## src/rtl/ap_pkg.sv

```systemverilog
package ap_pkg;

  typedef enum logic {
    RD_PLAIN = 1'b0,
    RD_AUTOPRE = 1'b1
  } rd_kind_e;

  // index of the final burst for a length in bytes; zero length still makes one burst
  function automatic int unsigned ap_last_beat(input int unsigned nbytes,
                                               input int unsigned off_w);
    if (nbytes == 0) return 0;
    return (nbytes - 1) >> off_w;
  endfunction

  // kind of read for one burst: global switch first, then the bank's last-burst mask
  function automatic rd_kind_e ap_pick(input logic glob, input logic bank_sel,
                                       input logic is_last);
    if (glob) return RD_AUTOPRE;
    if (bank_sel && is_last) return RD_AUTOPRE;
    return RD_PLAIN;
  endfunction

endpackage

```

## src/rtl/ap_burst_seq.sv

```systemverilog
module ap_burst_seq
  import ap_pkg::*;
#(
  parameter int SIZE_W = 8,
  parameter int BURST_BYTES = 16,
  parameter int ROW_W = 14,
  parameter int BANK_W = 3,
  localparam int OFF_W = $clog2(BURST_BYTES),
  localparam int IDX_W = SIZE_W - OFF_W
) (
  input  logic              clk,
  input  logic              rst_n,
  input  logic              acc,
  input  logic [BANK_W-1:0] in_bank,
  input  logic [ROW_W-1:0]  in_row,
  input  logic [SIZE_W-1:0] in_bytes,
  input  logic              adv,
  output logic              busy,
  output logic [IDX_W-1:0]  beat,
  output logic              first,
  output logic              last,
  output logic [BANK_W-1:0] bank_q,
  output logic [ROW_W-1:0]  row_q
);

  logic [IDX_W-1:0] last_beat_q;
  logic [IDX_W-1:0] last_beat_in;

  assign last_beat_in = IDX_W'(ap_last_beat(int'(in_bytes), OFF_W));
  assign first = (beat == '0);
  assign last  = (beat == last_beat_q);

  always_ff @(posedge clk) begin
    if (!rst_n) begin
      busy        <= 1'b0;
      beat        <= '0;
      last_beat_q <= '0;
      bank_q      <= '0;
      row_q       <= '0;
    end else if (acc) begin
      busy        <= 1'b1;
      beat        <= '0;
      last_beat_q <= last_beat_in;
      bank_q      <= in_bank;
      row_q       <= in_row;
    end else if (adv) begin
      if (last) busy <= 1'b0;
      else beat <= beat + 1'b1;
    end
  end


  beat_step_chk: assert property (@(posedge clk) disable iff (!rst_n)
    (adv && !last) |=> (busy && beat == $past(beat) + 1'b1));


  short_single_chk: assert property (@(posedge clk) disable iff (!rst_n)
    (acc && (in_bytes <= SIZE_W'(BURST_BYTES))) |=> (busy && first && last));


  done_idle_chk: assert property (@(posedge clk) disable iff (!rst_n)
    (adv && last && !acc) |=> !busy);

endmodule

```

## src/rtl/ap_policy.sv

```systemverilog
module ap_policy
  import ap_pkg::*;
#(
  parameter int BANKS = 8,
  localparam int BANK_W = $clog2(BANKS)
) (
  input  logic              clk,
  input  logic              rst_n,
  input  logic              acc,
  input  logic              glob_in,
  input  logic [BANKS-1:0]  mask_in,
  input  logic              active,
  input  logic [BANK_W-1:0] bank,
  input  logic              last,
  output logic              glob_q,
  output logic              bank_sel,
  output logic              autopre
);

  logic [BANKS-1:0] mask_q;
  logic [BANKS-1:0] hit;

  always_ff @(posedge clk) begin
    if (!rst_n) begin
      glob_q <= 1'b0;
      mask_q <= '0;
    end else if (acc) begin
      glob_q <= glob_in;
      mask_q <= mask_in;
    end
  end

  for (genvar b = 0; b < BANKS; b++) begin : g_hit
    assign hit[b] = mask_q[b] && (bank == BANK_W'(b));
  end

  assign bank_sel = |hit;
  assign autopre  = (ap_pick(glob_q, bank_sel, last) == RD_AUTOPRE);


  glob_all_chk: assert property (@(posedge clk) disable iff (!rst_n)
    (active && glob_q) |-> autopre);


  mid_open_chk: assert property (@(posedge clk) disable iff (!rst_n)
    (active && !glob_q && !last) |-> !autopre);


  one_bank_chk: assert property (@(posedge clk) disable iff (!rst_n)
    $onehot0(hit));

endmodule

```

## src/rtl/ap_read_selector.sv

```systemverilog
module ap_read_selector #(
  parameter int BANKS = 8,
  parameter int ROW_W = 14,
  parameter int SIZE_W = 8,
  parameter int BURST_BYTES = 16,
  localparam int BANK_W = $clog2(BANKS),
  localparam int OFF_W = $clog2(BURST_BYTES),
  localparam int IDX_W = SIZE_W - OFF_W
) (
  input  logic              clk,
  input  logic              rst_n,
  input  logic              req_valid,
  output logic              req_ready,
  input  logic [BANK_W-1:0] req_bank,
  input  logic [ROW_W-1:0]  req_row,
  input  logic [SIZE_W-1:0] req_bytes,
  input  logic              glob_ap_en,
  input  logic [BANKS-1:0]  bank_ap_mask,
  output logic              cmd_valid,
  input  logic              cmd_ready,
  output logic [BANK_W-1:0] cmd_bank,
  output logic [ROW_W-1:0]  cmd_row,
  output logic [IDX_W-1:0]  cmd_beat,
  output logic              cmd_first,
  output logic              cmd_last,
  output logic              cmd_autopre
);

  logic busy;
  logic acc;
  logic adv;
  logic glob_q;
  logic bank_sel;

  assign req_ready = !busy;
  assign acc       = req_valid && req_ready;
  assign cmd_valid = busy;
  assign adv       = cmd_valid && cmd_ready;

  ap_burst_seq #(
    .SIZE_W(SIZE_W), .BURST_BYTES(BURST_BYTES), .ROW_W(ROW_W), .BANK_W(BANK_W)
  ) u_seq (
    .clk(clk), .rst_n(rst_n), .acc(acc),
    .in_bank(req_bank), .in_row(req_row), .in_bytes(req_bytes),
    .adv(adv), .busy(busy), .beat(cmd_beat),
    .first(cmd_first), .last(cmd_last),
    .bank_q(cmd_bank), .row_q(cmd_row)
  );

  ap_policy #(.BANKS(BANKS)) u_pol (
    .clk(clk), .rst_n(rst_n), .acc(acc),
    .glob_in(glob_ap_en), .mask_in(bank_ap_mask),
    .active(cmd_valid), .bank(cmd_bank), .last(cmd_last),
    .glob_q(glob_q), .bank_sel(bank_sel), .autopre(cmd_autopre)
  );


  stall_hold_chk: assert property (@(posedge clk) disable iff (!rst_n)
    (cmd_valid && !cmd_ready) |=> (cmd_valid && $stable(cmd_beat) &&
      $stable(cmd_bank) && $stable(cmd_row) && $stable(cmd_autopre)));


  busy_block_chk: assert property (@(posedge clk) disable iff (!rst_n)
    cmd_valid |-> !req_ready);


  ctrl_hold_chk: assert property (@(posedge clk) disable iff (!rst_n)
    (cmd_valid && !acc) |=> ($stable(glob_q) && $stable(bank_sel)));


  start_first_chk: assert property (@(posedge clk) disable iff (!rst_n)
    acc |=> (cmd_valid && cmd_first));

endmodule

```

## config.mk

```make
export PLATFORM = sky130hd
export DESIGN_NAME = ap_read_selector
export DESIGN_NICKNAME = d
export VERILOG_FILES = /design/src/rtl/ap_pkg.sv /design/src/rtl/ap_burst_seq.sv /design/src/rtl/ap_policy.sv /design/src/rtl/ap_read_selector.sv
export SDC_FILE = /design/constraint.sdc
export NUM_CORES = 1
export LEC_CHECK = 0
export CAP_MARGIN = 20
export CORE_ASPECT_RATIO = 1.75
export CORE_MARGIN = 2
export CORE_UTILIZATION = 43
export CTS_CLUSTER_SIZE = 25
export DETAILED_ROUTE_END_ITERATION = 6
export HOLD_SLACK_MARGIN = 0.02
export PLACE_DENSITY = 0.85
export SYNTH_ARGS = -nofsm -noshare
export SYNTH_HDL_FRONTEND = slang
export SYNTH_SLANG_ARGS = --single-unit
```

## constraint.sdc

```tcl
create_clock -name clk -period 4.4 [get_ports clk]
set_input_delay 0.66 -clock clk [delete_from_list [all_inputs] [get_ports clk]]
set_output_delay 0.66 -clock clk [all_outputs]
set_load 0.02 [all_outputs]
```

==> reports/qor.txt, run 1 <==
hold slack: 0.484 ns
largest net degree at the start of global routing: 32
Clock Latency Late Sink: 0.29 ns
H-tree depth: 2
slowest stage delay, CP: 0.53 ns
Area contributors post-synth: dfxtp_1, a22o_1, mux4_2
cell family with most CP delay: multiplexers
synthesized netlist cell count: 120
Row Count: 26
CTS root buf: clkbuf_8
drt first pass iters: 4
MaxCap Viol Count: 0
RSZ-0062 raised after global routing: false
critical path cell sequence: mux4_2 > mux2_2 > a21o_1 > clkdlybuf4s50_1
Final Hold Viols: 0
Peak supply drop: 0.373 mV
Worst-Margin Slew: 1.09 ns
layout cell share with drive strength beyond 1: 0.0978
Port Buffer Count: 63
# DRC: 0
routed length per instance: 16.3 um
Max Freq: 0.349 GHz
CP Class: flop to output port
Post-CTS Setup Repair Bufs: 0
Post-Syn Area: 1350 sq um
# diodes: 0
area grow syn2layout: 59.8%
startpoint types: flop
cell with the most instances after synthesis: dfxtp_1
Synth cell types: 32
Max Root-Sink Buffers: 2
die height: 78.1 um
# setup viols final: 0
CP required: 3.74 ns
Syn Area/Cell: 11.3 sq um
Syn Nets: 160
fraction of registers with async set/reset: 0
Worst Path Buf+Inv: 1
Synth area leader: dfxtp_1
Layout Nets: 223
CP max FO: 4
Pwr Density: 394 nW/um^2
Yosys top cell area share: 0.519
first-pass GRT wire length: 5.83 mm
Pins Over Slew Limit: 0
Yosys Warn Count: 0
Static Leak: 0.824 nW
CTS tree: built
Post-synth EDFFs: 0
worst min-delay path class: flop to flop
initial antenna violation count: 0
sequential area share after synthesis: 0.519
clock skew: 0.00298 ns
dpl hpwl: 2.66 mm
total global-route track usage: 0.230
Overflow after GRT: 0
clk sink count: 35
CTS resizes: 0
post-route ant nets: 0
CTS buffer count: 5
critical path arrival: 2.21 ns
I/O pin cnt: 64
top post-synthesis cells by count: dfxtp_1, a22o_1, clkbuf_1
Die X-Extent: 46.4 um
CP endpoint kind: output port
WL final: 3.68 mm
Crit-path slowest cell: clkdlybuf4s50_1
die area: 3620 sq um
Core Area: 2960 sq um
Top FF cell, synth: dfxtp_1
Placer Congestion: 0.827
synthesized flop and latch total: 35
Reg clk slew, reported paths: 0.07 ns
Initial Util: 0.456
Vias/cell: 5.35
via count: 1,210
slew margin rel.: 0.276
Tcrit/Tclk final: 0.651
cts hold-fix bufs: 0
status: finished clean
Sum Neg Setup Slack: 0 ns
Initial DRC Count: 13
post-route minimum period: 2.87 ns
vias in the first global route: 1,246
[logic make-up (layout without fill, tap and decap cells)]
kind of cell	Yosys count	in the layout	synth area share
adder cells (fa/ha/maj)	2	2	0.0185
AND/OR/NAND/NOR	24	24	0.104
XOR/XNOR	5	5	0.0324
buffers and inverters	11	75	0.0306
AO/OA/AOI/OAI	38	38	0.238
flip-flops	35	35	0.519
multiplexers	5	5	0.0575
[routing by layer]
layer / global-route usage / share of wire
met5: 0 / 0
met4: 0.123 / 0.034
met3: 0.0690 / 0.056
met2: 0.399 / 0.55
met1: 0.228 / 0.36
[state kept, by name (all words and copies together) (netlist names)]
signal,count
u_seq.busy,1
u_seq.row_q,14
u_pol.mask_q,8
u_seq.beat,4
u_seq.bank_q,3
u_pol.glob_q,1
u_seq.last_beat_q,4
[cells in the final DEF, fill, tap and decap left out, types with 2 or more instances in the layout]
master           instances
xnor2_1                  5
inv_1                    3
bufinv_16                2
clkbuf_8                 5
nor2b_1                  2
a22o_1                  28
nor2_1                   2
mux2_2                   2
ha_1                     2
nor3_1                   3
nand3_1                  2
nand2_1                  4
mux4_2                   2
o21ai_0                  2
clkdlybuf4s50_1         63
nand2b_1                 3
dfxtp_1                 35
[power by group]
group / internal, mW / total, mW / leakage [nW] / switching, mW
clock: 0.226 / 0.343 / 0.0644 / 0.117
combinational: 0.0870 / 0.152 / 0.473 / 0.0648
sequential: 0.339 / 0.355 / 0.287 / 0.0163
total: 0.651 / 0.850 / 0.824 / 0.198
[metrics by stage]
step           cells  total power [mW]  cell area, sq um  worst slack, ns  utilization
2_1_floorplan    120             0.428              1350             2.22            -
3_3_place_gp     217             0.504              2010             1.88        0.678
3_5_place_dp     218             0.511              2020             1.82        0.683
4_1_cts          226             0.855              2160             1.53        0.729
5_1_grt          226             0.880              2160             1.47        0.729
6_report         226             0.850              2160             1.53        0.729
[final timing paths]
check	startpoint	end	slack, ns	depth (start not counted)
setup / recovery	u_seq.bank_q[0]	cmd_autopre	1.53	4
hold / removal	u_seq.row_q[6]	u_seq.row_q[6]	0.48	1
setup reg to reg	u_seq.busy	u_seq.last_beat_q[3]	2.62	3
hold reg to reg	u_seq.row_q[6]	u_seq.row_q[6]	0.48	1
[layout make-up]
class	count	area (sq um)
repair buffers	64	646
well taps	42	52.6
clock inverters	3	67.6
multi-input cells	74	611
fillers	203	803
inverters	3	11.3
flip-flops and latches	35	701
clock buffers	5	68.8
Power figures use the tool's default switching activity.
==> inputs of run 2 (changes only) <==
- CORE_UTILIZATION: 43 -> 36
- PLACE_DENSITY: 0.85 -> 0.76
- clock period: 4.4 -> 2.42 ns (I/O delays scaled with it)
==> run 2 against run 1 <==
Sequential share of layout area grew 0.32 points. Clock power grew 22%. Count of clock-buffer cells in the layout is the same. Total power grew 57%.
==> reports/qor.txt, run 2 (synthesis gave the netlist of run 1 again) <==
dpl cell area: 2050 sq um (+1.5%)
clock skew: 0.00495 ns (+0.00197 ns)
routed length per instance: 14.6 um (-10%)
post-route ant nets: 0 (unchanged)
max reg flops: 14 (unchanged)
Layout Nets: 224 (+0.45%)
Port Buffer Count: 63 (unchanged)
area grow syn2layout: 58.5%
Pwr Density: 625 nW/um^2 (+59%)
Static Leak: 0.814 nW (-1.2%)
Sum Neg Setup Slack: 0 ns (unchanged)
layout cell share with drive strength beyond 1: 0.108 (+0.0103)
Final Instance Area: 2140 sq um (-0.81%)
worst min-delay path class: flop to flop
most common cell after layout, fill and taps aside: clkdlybuf4s50_1
Tot Pwr: 1.34 mW (+57%)
slew margin rel.: 0.629 (+0.353)
Die X-Extent: 50.3 um (+8.5%)
Pins Over Slew Limit: 0 (unchanged)
Top reg by flops: u_seq.row_q
FF-to-FF Start: u_seq.beat[0]
WL final: 3.38 mm (-8.2%)
RSZ-0062 raised after global routing: false
CP endpoint kind: output port
vias in the first global route: 1,239 (-0.56%)
initial antenna violation count: 0 (unchanged)
Reg clk slew, reported paths: 0.07 ns (about the same)
# DRC: 0 (unchanged)
Regs by FF count: u_seq.row_q (14), u_pol.mask_q (8)
CP max FO: 4 (unchanged)
first-pass GRT wire length: 5.60 mm (-4.0%)
Overflow after GRT: 0 (unchanged)
I/O pin cnt: 64 (unchanged)
Row Count: 29 (+12%)
Peak supply drop: 0.469 mV (+26%)
die area: 4280 sq um (+18%)
total global-route track usage: 0.175 (-0.0554)
hold_sp: u_seq.row_q[1]
Tcrit/Tclk final: 0.944
flop2flop setup slack: 0.95 ns (-1.67 ns)
status: finished clean
via count: 1,206 (-0.33%)
die height: 85.0 um (+8.8%)
CTS root buf: clkbuf_8
cts hold-fix bufs: 0 (unchanged)
R2R Path End: u_seq.beat[3]
Vias/cell: 5.22 (-2.5%)
H-tree depth: 2 (unchanged)
largest net degree at the start of global routing: 24 (-25%)
Max Freq: 0.438 GHz
CP Class: flop to output port
Min-Delay Path Depth: 1 (unchanged)
most frequent cells in the layout: clkdlybuf4s50_1, dfxtp_1, a22o_1
Hold Path End: u_seq.row_q[1]
Initial Util: 0.376 (-0.0802)
CP required: 2.06 ns (-1.68 ns)
drt first pass iters: 6 (+2)
Placer Congestion: 0.709 (-14%)
CTS tree: built
Initial DRC Count: 12 (-1)
MaxCap Viol Count: 0 (unchanged)
critical path arrival: 1.92 ns (-0.29 ns)
Max Root-Sink Buffers: 2 (unchanged)
CTS buffer count: 5 (unchanged)
post-route minimum period: 2.28 ns
Worst Reg-to-Reg Cells: 4 (+1)
worst setup path startpoint: u_seq.bank_q[0]
# diodes: 0 (unchanged)
FILL cells: 301 (+48%)
Worst-Margin Slew: 0.554 ns (-0.532 ns)
Core Area: 3590 sq um (+21%)
# setup viols final: 0 (unchanged)
clk sink count: 35 (unchanged)
Clock Latency Late Sink: 0.29 ns (about the same)
dpl hpwl: 2.58 mm (-2.8%)
Final Hold Viols: 0 (unchanged)
startpoint types: flop
[run 2: cell count changes in the layout (fill, tap and decap cells not counted), sizes merged]
| cell | previous run | this run |
|---|---|---|
| clkdlybuf4s50 | 63 | 62 |
| dlygate4sd2 | 0 | 1 |
| clkinv | 0 | 1 |
| buf | 1 | 2 |
| clkinvlp | 1 | 2 |
| bufinv | 2 | 0 |
[run 2: how the worst max path moves through the flow]
stage,end,slack (ns),depth (start not counted)
after floorplan,cmd_autopre,0.54,3
after global placement,cmd_autopre,0.20,4
after detailed placement,cmd_autopre,0.16,4
after CTS,cmd_autopre,0.06,4
after global routing,cmd_autopre,0.06,4
final,cmd_autopre,0.14,4
[run 2: where the power goes]
part | internal [mW] | switching, mW
Clock | 0.200 | 0.218
Combinational | 0.161 | 0.114
Sequential | 0.616 | 0.0276
[run 2: repair_timing]
item                                   CTS  global route
endpoints found under the hold margin    0             0
gates resized for setup                  1             1
pin swaps                                0             0
setup endpoints to repair                1             1
setup buffers                            0             0
[run 2: layer usage]
metal,wire (um),global-route usage
met2,1850,0.304
met4,117,0.0934
met1,1210,0.182
met5,0,0
met3,197,0.0546
[run 2: critical path, cell delays in order (launching register included)]
cell and delay (ns):
dfxtp_2 0.38, mux4_2 0.50, mux2_2 0.27, a21o_1 0.17
dlygate4sd2_1 0.31
[run 2: layout make-up]
type                    instances  area [sq um]  area share
inverters                       3          11.3     0.00526
multi-input cells              74           611       0.285
repair buffers                 65           669       0.313
well taps                      46          57.6      0.0269
clock inverters                 3          20.0     0.00936
clock buffers                   5          68.8      0.0322
flip-flops and latches         35           702       0.328
[run 2: stage by stage]
step / worst slack [ns] / util / std cells / hold WS, ns
after floorplan: 0.536 / - / 120 / 0.444
after global placement: 0.197 / 0.571 / 223 / 0.461
after detailed placement: 0.160 / 0.571 / 223 / 0.465
after CTS: 0.0625 / 0.595 / 231 / 0.487
after global routing: 0.0597 / 0.596 / 231 / 0.502
final: 0.136 / 0.596 / 231 / 0.484
==> inputs of run 3 (changes only) <==
--- a/config.mk
+++ b/config.mk
@@ -7,5 +7,4 @@
 export LEC_CHECK = 0
 export CAP_MARGIN = 20
-export CORE_ASPECT_RATIO = 1.75
 export CORE_MARGIN = 2
 export CORE_UTILIZATION = 36
@@ -14,4 +13,5 @@
 export HOLD_SLACK_MARGIN = 0.02
 export PLACE_DENSITY = 0.76
+export SLEW_MARGIN = 20
 export SYNTH_ARGS = -nofsm -noshare
 export SYNTH_HDL_FRONTEND = slang
==> constraint.sdc (replaced) <==
create_clock -name clk -period 2.42 [get_ports clk]
set_input_delay 0.363 -clock clk [delete_from_list [all_inputs] [get_ports clk]]
set_output_delay 0.363 -clock clk [all_outputs]
set_load 0.005 [all_outputs]
==> run 3 against run 2 <==
Final cell count grew 0.43%. First-iteration DRC count grew to 6.6 times the previous value. Utilization shrank 1.0 points. Clock skew is essentially flat. Count of clock-buffer cells in the layout grew 1. Critical path type unchanged. Critical path depth is the same. Critical endpoint unchanged. Clock power is essentially flat.
==> reports/qor.txt, run 3 (synthesis gave the netlist of run 1 again) <==
status: finished clean
post-route minimum period: 2.10 ns (-0.181 ns)
multi-input logic area: 616 sq um (+0.82%)
Regs by FF count: u_seq.row_q (14), u_pol.mask_q (8)
dpl hpwl: 2.54 mm (-1.8%)
# DRC: 0 (unchanged)
# setup viols final: 0 (unchanged)
Initial Util: 0.372 (-0.00427)
CTS tree: built
CP Class: flop to output port
total global-route track usage: 0.172 (-0.00284)
die height: 65.2 um (-23%)
first-pass GRT wire length: 5.49 mm (-1.8%)
post-route ant nets: 0 (unchanged)
CTS root buf: clkbuf_8
cts hold-fix bufs: 0 (unchanged)
initial antenna violation count: 0 (unchanged)
Vias/cell: 5.04 (-3.4%)
most common cell after layout, fill and taps aside: clkdlybuf4s50_1
Row Count: 22 (-24%)
placed insts: 224 (+0.45%)
Die X-Extent: 65.2 um (+30%)
most frequent cells in the layout: clkdlybuf4s50_1, dfxtp_1, a22o_1
Core Area: 3630 sq um (+1.1%)
Peak supply drop: 0.401 mV (-14%)
MaxCap Viol Count: 0 (unchanged)
largest net degree at the start of global routing: 34 (+42%)
CP max FO: 3 (-1)
hold slack: 0.480 ns (-0.00349 ns)
WL final: 3.35 mm (-0.74%)
Pins Over Slew Limit: 0 (unchanged)
routed length per instance: 14.5 um (-1.2%)
layout cell share with drive strength beyond 1: 0.103 (-0.00485)
Final Hold Viols: 0 (unchanged)
slowest stage delay, CP: 0.50 ns (about the same)
CTS buffer count: 5 (unchanged)
Top reg by flops: u_seq.row_q
worst min-delay path class: flop to flop
Max Root-Sink Buffers: 2 (unchanged)
Worst-Margin Slew: 0.724 ns (+0.170 ns)
Static Leak: 0.830 nW (+2.0%)
Max Freq: 0.475 GHz (+8.6%)
clock skew: 0.00447 ns (-0.000479 ns)
Crit-path slowest cell: mux4_2
area grow syn2layout: 57.6%
Overflow after GRT: 0 (unchanged)
register cell area after layout: 704 sq um (+0.36%)
Tcrit/Tclk final: 0.869 (-0.0746)
# diodes: 0 (unchanged)
critical path arrival: 1.74 ns (-0.18 ns)
Port Buffer Count: 63 (unchanged)
die area: 4260 sq um (-0.44%)
Pwr Density: 609 nW/um^2 (-2.5%)
I/O pin cnt: 64 (unchanged)
CP required: 2.06 ns (about the same)
CP endpoint kind: output port
slew margin rel.: 0.516 (-0.113)
Clock Latency Late Sink: 0.28 ns (about the same)
via count: 1,170 (-3.0%)
RSZ-0062 raised after global routing: false
max reg flops: 14 (unchanged)
drt first pass iters: 4 (-2)
Layout Nets: 224 (unchanged)
FILL cells: 328 (+9.0%)
Initial DRC Count: 79 (+67)
fin cells: 232 (+0.43%)
vias in the first global route: 1,232 (-0.56%)
Sum Neg Setup Slack: 0 ns (unchanged)
Reg clk slew, reported paths: 0.06 ns (about the same)
Placer Congestion: 0.707 (-0.28%)
critical path cell sequence: mux4_2 > mux2_2 > a21o_1 > dlymetal6s2s_1
H-tree depth: 2 (unchanged)
startpoint types: flop
clk sink count: 35 (unchanged)
run 3: changes by cell type in the layout (fill, tap and decap cells not counted):
cell,previous run,this run
dfxtp_4,0,1
clkinvlp_4,2,0
nor2b_2,1,0
buf_12,2,0
clkbuf_8,5,6
dlymetal6s2s_1,0,1
nor2b_4,0,1
buf_4,0,2
dlygate4sd2_1,1,0
dfxtp_2,1,0
run 3: path summary, 6_finish.rpt:
check	startpoint	endpoint	slack, ns	cells past startpoint
max	u_seq.bank_q[0]	cmd_autopre	0.32	4
max reg2reg	u_seq.busy	u_seq.beat[1]	0.91	4
min	u_seq.row_q[6]	u_seq.row_q[6]	0.48	1
min reg2reg	u_seq.row_q[6]	u_seq.row_q[6]	0.48	1
run 3: layout make-up:
cell class,instances,share of cell area
Clock inverter,1,0.00235
Tap cell,48,0.0282
Timing Repair Buffer,65,0.305
Sequential cell,35,0.331
Inverter,3,0.00529
Multi-Input combinational cell,74,0.289
Clock buffer,6,0.0388
run 3: report_power, final:
group          leakage (nW)  switching, mW  internal [mW]
registers             0.288         0.0271          0.616
clock network        0.0470          0.195          0.223
logic                 0.495         0.0785          0.156
run 3: worst max-delay path: cells and delay by family (launching register included):
family	cells	cell delay [ns]
mux	2	0.77
flops	1	0.37
compound gates	1	0.18
buf+inv	1	0.14
run 3: per-layer routing:
metal	vias up	GRT usage	wire length [um]
met1	535	0.190	1360
met4	0	0.0729	43
met2	50	0.282	1650
met3	4	0.0805	296
li1	581	-	-
met5	-	0	0
run 3: stage by stage:
stage / setup WS (ns) / utilization / instance area [sq um] / total power [mW]
global placement: 0.218 / 0.556 / 2020 / 0.879
CTS: 0.0144 / 0.585 / 2120 / 1.31
global route: 0.219 / 0.585 / 2130 / 1.36
finish: 0.317 / 0.585 / 2130 / 1.30
floorplan: 0.666 / - / 1350 / 0.742
detailed placement: 0.164 / 0.558 / 2030 / 0.891
run 3: repair_timing:
action                     in CTS  in global routing
resized for setup               2                  1
buffers inserted                1                  0
setup endpoints to repair       1                  1
pin swaps                       0                  0
